## src/rtl/mcpd_pkg.sv

```systemverilog
package mcpd_pkg;

   localparam int CFG_W      = 8;
   localparam int CODE_W     = 4;
   localparam logic [CFG_W-1:0] CFG_RESET = 8'h85;
   localparam logic [CFG_W-1:0] CFG_MASK  = 8'hEF;

   typedef struct packed {
      logic              lim_en;
      logic              mc_en;
      logic              mc_use;
      logic              spare;
      logic [CODE_W-1:0] code;
   } mcpd_cfg_t;

endpackage

```

## src/rtl/mcpd_cfg_reg.sv

```systemverilog
module mcpd_cfg_reg
   import mcpd_pkg::*;
#(
   parameter logic [CFG_W-1:0] RESET_VAL = CFG_RESET
) (
   input  logic             clk,
   input  logic             rst_n,
   input  logic             we,
   input  logic [CFG_W-1:0] wdata,
   output logic [CFG_W-1:0] q,
   output mcpd_cfg_t        cfg
);

   logic [CFG_W-1:0] reg_q;

   always_ff @(posedge clk) begin
      if (!rst_n)  reg_q <= RESET_VAL & CFG_MASK;
      else if (we) reg_q <= wdata & CFG_MASK;
   end

   assign q   = reg_q;
   assign cfg = mcpd_cfg_t'(reg_q);

endmodule

```

## src/rtl/mcpd_range_sel.sv

```systemverilog
module mcpd_range_sel
   import mcpd_pkg::*;
#(
   parameter int WHOLE_W = 14
) (
   input  mcpd_cfg_t                  cfg,
   output logic signed [WHOLE_W-1:0]  hi,
   output logic signed [WHOLE_W-1:0]  lo,
   output logic                       misconfig
);

   localparam int N_CODES = 1 << CODE_W;
   localparam int MAX_EXP = WHOLE_W - 2;
   localparam logic [WHOLE_W-1:0] HW_MAX = (WHOLE_W)'((1 << (WHOLE_W - 1)) - 1);

   logic [WHOLE_W-1:0] lim_tab [N_CODES];

   for (genvar g = 0; g < N_CODES; g++) begin : g_tab
      localparam int EXP = (g < MAX_EXP) ? g : MAX_EXP;
      assign lim_tab[g] = (WHOLE_W)'((1 << (EXP + 1)) - 1);
   end

   logic               multi;
   logic [WHOLE_W-1:0] lim;

   always_comb begin
      multi = cfg.mc_use & cfg.mc_en;
      if (!multi)           lim = (WHOLE_W)'(1);
      else if (!cfg.lim_en) lim = HW_MAX;
      else                  lim = lim_tab[cfg.code];
      hi = $signed(lim - (WHOLE_W)'(1));
      lo = $signed((WHOLE_W)'(0) - lim);
   end

   assign misconfig = cfg.mc_use & ~cfg.mc_en;

endmodule

```

## src/rtl/mcpd_wrap_det.sv

```systemverilog
module mcpd_wrap_det #(
   parameter int FRAC_W = 8
) (
   input  logic              clk,
   input  logic              rst_n,
   input  logic              tick,
   input  logic [FRAC_W-1:0] frac,
   output logic              fwd,
   output logic              rev
);

   logic [FRAC_W-1:0] prev_q;
   logic              valid_q;
   logic [FRAC_W-1:0] diff;

   always_ff @(posedge clk) begin
      if (!rst_n) begin
         prev_q  <= '0;
         valid_q <= 1'b0;
      end else if (tick) begin
         prev_q  <= frac;
         valid_q <= 1'b1;
      end
   end

   always_comb begin
      diff = frac - prev_q;
      fwd  = tick & valid_q & (frac < prev_q) & ~diff[FRAC_W-1];
      rev  = tick & valid_q & (frac > prev_q) &  diff[FRAC_W-1];
   end

endmodule

```

## src/rtl/mcpd_slip_ctr.sv

```systemverilog
module mcpd_slip_ctr #(
   parameter int FRAC_W  = 8,
   parameter int WHOLE_W = 14
) (
   input  logic                        clk,
   input  logic                        rst_n,
   input  logic                        tick,
   input  logic                        fwd,
   input  logic                        rev,
   input  logic [FRAC_W-1:0]           frac,
   input  logic signed [WHOLE_W-1:0]   hi,
   input  logic signed [WHOLE_W-1:0]   lo,
   output logic [WHOLE_W+FRAC_W-1:0]   err,
   output logic                        lim_active
);

   localparam int EXT_W = WHOLE_W + 1;

   logic signed [WHOLE_W-1:0]       w_q, w_d;
   logic                            top_q, top_d, bot_q, bot_d;
   logic [WHOLE_W+FRAC_W-1:0]       err_q, err_d;
   logic signed [EXT_W-1:0]         cand, hi_x, lo_x;

   always_comb begin
      cand  = $signed({w_q[WHOLE_W-1], w_q})
            + $signed({{WHOLE_W{1'b0}}, fwd})
            - $signed({{WHOLE_W{1'b0}}, rev});
      hi_x  = $signed({hi[WHOLE_W-1], hi});
      lo_x  = $signed({lo[WHOLE_W-1], lo});
      w_d   = w_q;
      top_d = top_q;
      bot_d = bot_q;
      if (top_q) begin
         w_d   = hi;
         top_d = ~rev;
      end else if (bot_q) begin
         w_d   = lo;
         bot_d = ~fwd;
      end else if (cand > hi_x) begin
         w_d   = hi;
         top_d = 1'b1;
      end else if (cand < lo_x) begin
         w_d   = lo;
         bot_d = 1'b1;
      end else begin
         w_d   = cand[WHOLE_W-1:0];
      end
      if (top_d)      err_d = {w_d, {FRAC_W{1'b1}}};
      else if (bot_d) err_d = {w_d, {FRAC_W{1'b0}}};
      else            err_d = {w_d, frac};
   end

   always_ff @(posedge clk) begin
      if (!rst_n) begin
         w_q   <= '0;
         top_q <= 1'b0;
         bot_q <= 1'b0;
         err_q <= '0;
      end else if (tick) begin
         w_q   <= w_d;
         top_q <= top_d;
         bot_q <= bot_d;
         err_q <= err_d;
      end
   end

   assign err        = err_q;
   assign lim_active = top_q | bot_q;

endmodule

```

## src/rtl/mcyc_phase_det.sv

```systemverilog
module mcyc_phase_det
   import mcpd_pkg::*;
#(
   parameter int FRAC_W  = 8,
   parameter int WHOLE_W = 14,
   localparam int ERR_W  = WHOLE_W + FRAC_W
) (
   input  logic              clk,
   input  logic              rst_n,
   input  logic              cfg_we,
   input  logic [7:0]        cfg_wdata,
   output logic [7:0]        cfg_q,
   input  logic              ref_tick,
   input  logic [FRAC_W-1:0] frac_in,
   output logic [ERR_W-1:0]  phase_err,
   output logic              limit_active,
   output logic              misconfig
);

   if (FRAC_W < 2 || FRAC_W > 16) begin : g_bad_frac
      $error("mcyc_phase_det: FRAC_W out of range");
   end
   if (WHOLE_W < 3 || WHOLE_W > 24) begin : g_bad_whole
      $error("mcyc_phase_det: WHOLE_W out of range");
   end

   mcpd_cfg_t                  cfg;
   logic signed [WHOLE_W-1:0]  hi, lo;
   logic                       fwd, rev;

   mcpd_cfg_reg u_cfg (
      .clk   (clk),
      .rst_n (rst_n),
      .we    (cfg_we),
      .wdata (cfg_wdata),
      .q     (cfg_q),
      .cfg   (cfg)
   );

   mcpd_range_sel #(.WHOLE_W(WHOLE_W)) u_range (
      .cfg       (cfg),
      .hi        (hi),
      .lo        (lo),
      .misconfig (misconfig)
   );

   mcpd_wrap_det #(.FRAC_W(FRAC_W)) u_wrap (
      .clk   (clk),
      .rst_n (rst_n),
      .tick  (ref_tick),
      .frac  (frac_in),
      .fwd   (fwd),
      .rev   (rev)
   );

   mcpd_slip_ctr #(.FRAC_W(FRAC_W), .WHOLE_W(WHOLE_W)) u_slip (
      .clk        (clk),
      .rst_n      (rst_n),
      .tick       (ref_tick),
      .fwd        (fwd),
      .rev        (rev),
      .frac       (frac_in),
      .hi         (hi),
      .lo         (lo),
      .err        (phase_err),
      .lim_active (limit_active)
   );

endmodule

```

## config.mk

```make
export PLATFORM = sky130hd
export DESIGN_NAME = mcyc_phase_det
export DESIGN_NICKNAME = d
export VERILOG_FILES = /design/src/rtl/mcpd_pkg.sv /design/src/rtl/mcpd_cfg_reg.sv /design/src/rtl/mcpd_range_sel.sv /design/src/rtl/mcpd_wrap_det.sv /design/src/rtl/mcpd_slip_ctr.sv /design/src/rtl/mcyc_phase_det.sv
export SDC_FILE = /design/constraint.sdc
export NUM_CORES = 1
export LEC_CHECK = 0
export BUFFER_PORTS_ARGS = -buffer_cell sky130_fd_sc_hd__buf_4
export CORE_UTILIZATION = 50
export CTS_CLUSTER_DIAMETER = 150
export CTS_CLUSTER_SIZE = 24
export DETAILED_ROUTE_END_ITERATION = 8
export PLACE_DENSITY = 0.7
export SLEW_MARGIN = 0
export SYNTH_ARGS = -nofsm -noshare
export SYNTH_HDL_FRONTEND = slang
export SYNTH_HIERARCHICAL = 1
export SYNTH_SLANG_ARGS = --single-unit
```

## constraint.sdc

```tcl
create_clock -name clk -period 6.8 [get_ports clk]
set_clock_uncertainty 0.2 [all_clocks]
set_input_delay 0.34 -clock clk [delete_from_list [all_inputs] [get_ports clk]]
set_output_delay 0.34 -clock clk [all_outputs]
set_load 0.02 [all_outputs]
```

# After elaboration in Yosys (flattened, before gate mapping)
# Memory sizes are Yosys's and may differ from the RTL's.
# Index checks and enable logic that the tools add are counted.
# W data, S select, Z words.
[classes]
magnitude_cmp = 5
mux = 17
bitwise = 13
addsub = 5
[ops]
columns = ["cell", "count"]
rows = [
  ["$mux W14", 8],
  ["$mux W8", 2],
  ["$add A14 B2 Y15", 1],
  ["$gt A15 B14 Y1", 1],
  ["$lt A15 B14 Y1", 1],
  ["$sub A15 B2 Y15", 1],
  ["$sub A1 B14 Y14 const A", 1],
  ["$sub A14 B1 Y14 const B", 1],
  ["$gt A8 B8 Y1", 1],
  ["$lt A8 B8 Y1", 1],
  ["$sub A8 B8 Y8", 1],
  ["$and A1 B1 Y1", 7],
  ["$mux W1", 7],
  ["$ge A5 B5 Y1 const B", 1],
  ["$not A4 Y5", 1],
  ["$not A1 Y1", 4],
  ["$or A1 B1 Y1", 1],
]
[totals]
rom_bits = 224
word_cells = 48
n_memories = 1
reg_bits = 54
input_bits = 20
[memory_table]
columns = ["memory", "depth", "word_bits", "rd", "rd_clocked_by_memory_dff", "write_ports", "line_no", "source"]
rows = [
  ["(name not given)", 16, 14, 1, 0, 0, "mcpd_range_sel.sv:30", "else lim = lim_tab[cfg.code];"],
]

# Longest topological paths before layout
[logic_depth]
depth_word = 14
ltp_mapped = 29

# Cells and area by module
# The synthesis kept the hierarchy.
[by_module_without_submodules]
columns = ["module", "cells_per_inst", "area_per_inst_um2", "instances", "seq_area_each_um2"]
rows = [
  ["mcpd_slip_ctr", 385, 2934.1, 1, 480.5],
  ["mcpd_wrap_det", 61, 583.1, 1, 180.2],
  ["mcpd_cfg_reg", 32, 329.1, 1, 140.1],
  ["mcpd_range_sel", 47, 302.8, 1, 0.0],
]

# Worst setup path before layout
# No wires, ideal clock.
[synth_timing]
kind = "input -> register"
start = "input port frac_in[0]"
end = "register u_slip.err_q[0], in the netlist u_slip/err[0]"
required_ps = 6478
n_path_buf = 1
path_slack_ps = 1503
arrival_time_ps = 4975
path_stages = 27
setup_time_ps = 122
path_cell_list = "inv_1 -> ha_1 -> nand2b_1 -> a2111oi_2 -> a2111oi_1 -> a2111oi_2 -> ha_1 -> inv_1 -> ha_1 -> inv_1 -> fa_1 -> nor2b_1 -> o31a_1 -> o21ai_0 -> o21ai_0 -> a21oi_1 -> o21bai_1 -> a21oi_1 -> ha_1 -> nand4_1 -> o211ai_1 -> a221oi_2 -> a21bo_1 -> buf_6 -> nand2_8 -> a31oi_4 -> a221o_1"
[synth_between]
word_cells_on_any_way = 23
cone_classes = "add/sub: 3; order compare: 4; mux: 9; bitwise: 7"
[synth_lines]
columns = ["item", "line_no", "source"]
rows = [
  ["from (decl)", "mcyc_phase_det.sv:14", "input logic [FRAC_W-1:0] frac_in,"],
  ["$gt A8 B8 Y1", "mcpd_wrap_det.sv:29", "rev = tick & valid_q & (frac > prev_q) & diff[FRAC_W-1];"],
  ["$and A1 B1 Y1", "mcpd_wrap_det.sv:29", ""],
  ["$and A1 B1 Y1 (*)", "mcpd_wrap_det.sv:29", ""],
  ["via rev", "mcyc_phase_det.sv:29", "logic fwd, rev;"],
  ["$sub A15 B2 Y15", "mcpd_slip_ctr.sv:27", "- $signed({{WHOLE_W{1'b0}}, rev});"],
  ["$lt A15 B14 Y1", "mcpd_slip_ctr.sv:42", "end else if (cand < lo_x) begin"],
  ["$mux W1", "mcpd_slip_ctr.sv:42", ""],
  ["$mux W1", "mcpd_slip_ctr.sv:39", "end else if (cand > hi_x) begin"],
  ["$mux W1", "mcpd_slip_ctr.sv:36", "end else if (bot_q) begin"],
  ["$mux W1", "mcpd_slip_ctr.sv:33", "if (top_q) begin"],
  ["$mux W8", "mcpd_slip_ctr.sv:49", "else if (bot_d) err_d = {w_d, {FRAC_W{1'b0}}};"],
  ["$mux W8 (*)", "mcpd_slip_ctr.sv:48", "if (top_d) err_d = {w_d, {FRAC_W{1'b1}}};"],
  ["to (signal assigned)", "mcpd_slip_ctr.sv:63", "err_q <= err_d;"],
  ["to (decl)", "mcpd_slip_ctr.sv:21", "logic [WHOLE_W+FRAC_W-1:0] err_q, err_d;"],
]
# Mark *: on every way through the listed nets, which the timed path passes. The rest lies on a longest branch.
# A chain may end at the register's enable or synchronous reset.

# Worst setup path in the final report
[layout_timing]
start = "register u_wrap.prev_q[6]"
end = "register u_slip.err_q[4], in the netlist u_slip/err[4]"
[layout_between]
word_cells_on_any_way = 23
cone_classes = "add/sub: 3; order compare: 4; mux: 9; bitwise: 7"
[layout_lines]
columns = ["item", "line_no", "source"]
rows = [
  ["from (decl)", "mcpd_wrap_det.sv:12", "logic [FRAC_W-1:0] prev_q;"],
  ["from (signal assigned)", "mcpd_wrap_det.sv:21", "prev_q <= frac;"],
  ["$gt A8 B8 Y1", "mcpd_wrap_det.sv:29", ""],
  ["$and A1 B1 Y1", "mcpd_wrap_det.sv:29", ""],
  ["$and A1 B1 Y1 (*)", "mcpd_wrap_det.sv:29", ""],
  ["via rev", "mcyc_phase_det.sv:29", ""],
  ["$sub A15 B2 Y15", "mcpd_slip_ctr.sv:27", ""],
  ["$lt A15 B14 Y1", "mcpd_slip_ctr.sv:42", ""],
  ["$mux W1", "mcpd_slip_ctr.sv:42", ""],
  ["$mux W1", "mcpd_slip_ctr.sv:39", ""],
  ["$mux W1", "mcpd_slip_ctr.sv:36", ""],
  ["$mux W1", "mcpd_slip_ctr.sv:33", ""],
  ["$mux W8", "mcpd_slip_ctr.sv:49", ""],
  ["$mux W8 (*)", "mcpd_slip_ctr.sv:48", ""],
]
# Marked as above.

==> results.py <==
metrics = {
    "placed_design": {
        "dp_hpwl_mm": 8.22,
        "dp_cells": 647,
        "io_buffers": 49,
        "gp_routability_congestion": 0.903,
    },
    "die": {
        "die-area_mm2": 0.00865,
        "die_x_um": 93.0,
        "floorplan.io_pins": 52,
        "chipHeight_um": 93.0,
        "start_util_pct": 52.5,
        "core_area_mm2": 0.00789,
        "rows": 32,
    },
    "global_route": {
        "grtUsageTotal_pct": 26.2,
        "gr-total-overflow": 0,
        "antenna_found_initial": 0,
        "grt_max_degree": 49,
        "grt_pass1_vias": 3633,
        "grt_pass1_wl_mm": 17.9,
    },
    "detailed_routing": {
        "dr.pass1.iters": 5,
        "vias": 3933,
        "viasPerCell": 6.00,
        "drtAntennaViolNets": 0,
        "wl_per_cell_um": 16.5,
        "first_iter_violations": 365,
        "drc": 0,
        "drt_wl_total_mm": 10.8,
    },
    "clock_tree": {
        "postCtsSetupBuffers": 0,
        "cts_tree": "built",
        "cts.clk_slew.worst_paths_ns": 0.09,
        "cts_hold_buf": 0,
        "clk_latency_ns": 0.32,
        "cts-buffers-inserted": 5,
        "cts_root_buf": "clkbuf_8",
        "cts_resized": 0,
        "clock-sinks": 40,
        "clockBufferDepth": 2,
        "ctsHtreeMaxLevel": 2,
    },
    "layout": {
        "finalNonFillerCells": 655,
        "antenna_cells": 0,
        "final_cell_mix": "64 x inv_1, 52 x ha_1, 51 x buf_4, 40 x dfxtp_1, 35 x o21ai_0",
        "layout-area-overhead-vs-synth_pct": 9.85,
        "drive_gt1_share_pct": 13.6,
        "fin_util_pct": 57.7,
        "final_common_cell": "inv_1",
        "nets": 625,
    },
    "critical_path": {
        "reg2reg_slack_ns": 0.69,
        "reg2reg_from": "u_wrap/prev_q[6]",
        "crit_required_ns": 6.80,
        "rr_endpoint": "u_slip/err[4]",
        "path_class": "reg -> reg",
        "crit_arrival_ns": 6.10,
        "end_kind": "register",
        "crit_fanout": 9,
        "start_kind": "register",
        "worstRegToRegCells": 22,
    },
    "timing": {
        "tns_ns": 0,
        "final-max-slew-violation-count": 0,
        "finalHoldViolCount": 0,
        "fin_crit_sh_pct": 89.8,
        "rsz0062_at_grt": "false",
        "period_needed_ns": 6.11,
        "worst_pin_slew_ns": 0.898,
        "report.final.setup_viol": 0,
        "fmax_ghz": 0.164,
        "slew_headroom_pct": 40.0,
    },
    "synthesis": {
        "post_synth.cell_area_avg_um2": 7.90,
        "synth_area_mm2": 0.00414,
        "yosys_warnings": 6,
        "synthCells": 524,
    },
    "pwr": {
        "p_leak_uw": 0.00208,
        "pwr-share-seq_pct": 15.3,
        "power_frac_clock_pct": 8.9,
        "p_int_uw": 1120,
        "power_density_mw_per_mm2": 531,
        "power_frac_comb_pct": 75.8,
        "p_sw_uw": 1290,
        "ir_drop_uv": 200,
        "swShare_pct": 53.6,
    },
    "run_status": {
        "status": "finished, final reports clean",
    },
    "min_path": {
        "hold_path_end": "u_cfg/cfg[2]",
        "min_path_type": "in -> reg",
        "hold_start": "cfg_wdata[2]",
        "min_path_cells": 3,
    },
    "job": {
        "maxCapViolations": 0,
    },
}
-- worst max-delay path, stage by stage, from the launching register on --
cell,delay [ns]
dfxtp_1,0.36
inv_1,0.05
ha_1,0.31
nand3_1,0.15
a2111oi_1,0.53
a2111oi_2,0.06
buf_4,0.17
ha_1,0.28
inv_1,0.05
ha_1,0.18
inv_1,0.06
fa_1,0.40
nor2b_1,0.15
o31a_1,0.26
o21ai_0,0.19
xnor2_1,0.38
ha_1,0.34
a2111o_1,0.45
a221oi_2,0.29
a21bo_1,0.41
nand2_8,0.17
a31oi_4,0.16
a221o_1,0.36
-- state kept, by name (all words and copies together), names as in the netlist --
name	flops
u_cfg/cfg	7
u_slip/bot_q	1
u_slip/err	8
u_slip/top_q	1
u_slip/w_q	14
u_wrap/prev_q	8
u_wrap/valid_q	1
-- through the flow --
stage	total power, uW	setup slack [ns]	instance area [um^2]	hold WS (ns)
after floorplan	1740	1.50	4150	0.202
after global placement	2110	0.712	4430	0.265
after detailed placement	2150	0.666	4430	0.275
after CTS	2370	0.799	4550	0.0416
after global routing	2620	0.284	4550	0.0653
final	2420	0.693	4550	0.0422
-- routing by layer --
| metal | track usage [%] | wire [um] | vias up |
|---|---|---|---|
| li1 | - | - | 1950 |
| met1 | 37.6 | 5270 | 1823 |
| met2 | 41.1 | 4800 | 149 |
| met3 | 3.74 | 594 | 11 |
| met4 | 6.54 | 121 | 0 |
| met5 | 0 | 0 | - |
-- power groups by stage --
| stage | logic [uW] | clock network [uW] | registers (uW) |
|---|---|---|---|
| 5_1_grt | 2020 | 227 | 380 |
| 3_3_place_gp | 1740 | 0 | 371 |
| 3_5_place_dp | 1770 | 0 | 373 |
| 4_1_cts | 1780 | 219 | 369 |
| 6_report | 1830 | 216 | 370 |
| 2_1_floorplan | 1350 | 0 | 395 |
-- area by class of cell --
cell class | instances | area [um^2]
inverter | 64 | 240
tap | 102 | 128
timing repair buffer | 51 | 383
sequential | 40 | 801
fill | 756 | 3340
multi-input combinational | 390 | 2880
clock inverter | 3 | 46.3
clock buffer | 5 | 68.8
-- how the worst max path moves through the flow --
stage	from	to	depth (start not counted)
3_5_place_dp	frac_in[0]	u_slip/err[4]	24
4_1_cts	u_wrap/prev_q[1]	u_slip/err[4]	24
5_1_grt	u_wrap/prev_q[0]	u_slip/err[3]	26
3_3_place_gp	frac_in[0]	u_slip/err[1]	24
2_1_floorplan	frac_in[0]	u_slip/err[0]	27
6_report	u_wrap/prev_q[6]	u_slip/err[4]	22
Note: power is estimated with default switching activity, not from simulation.
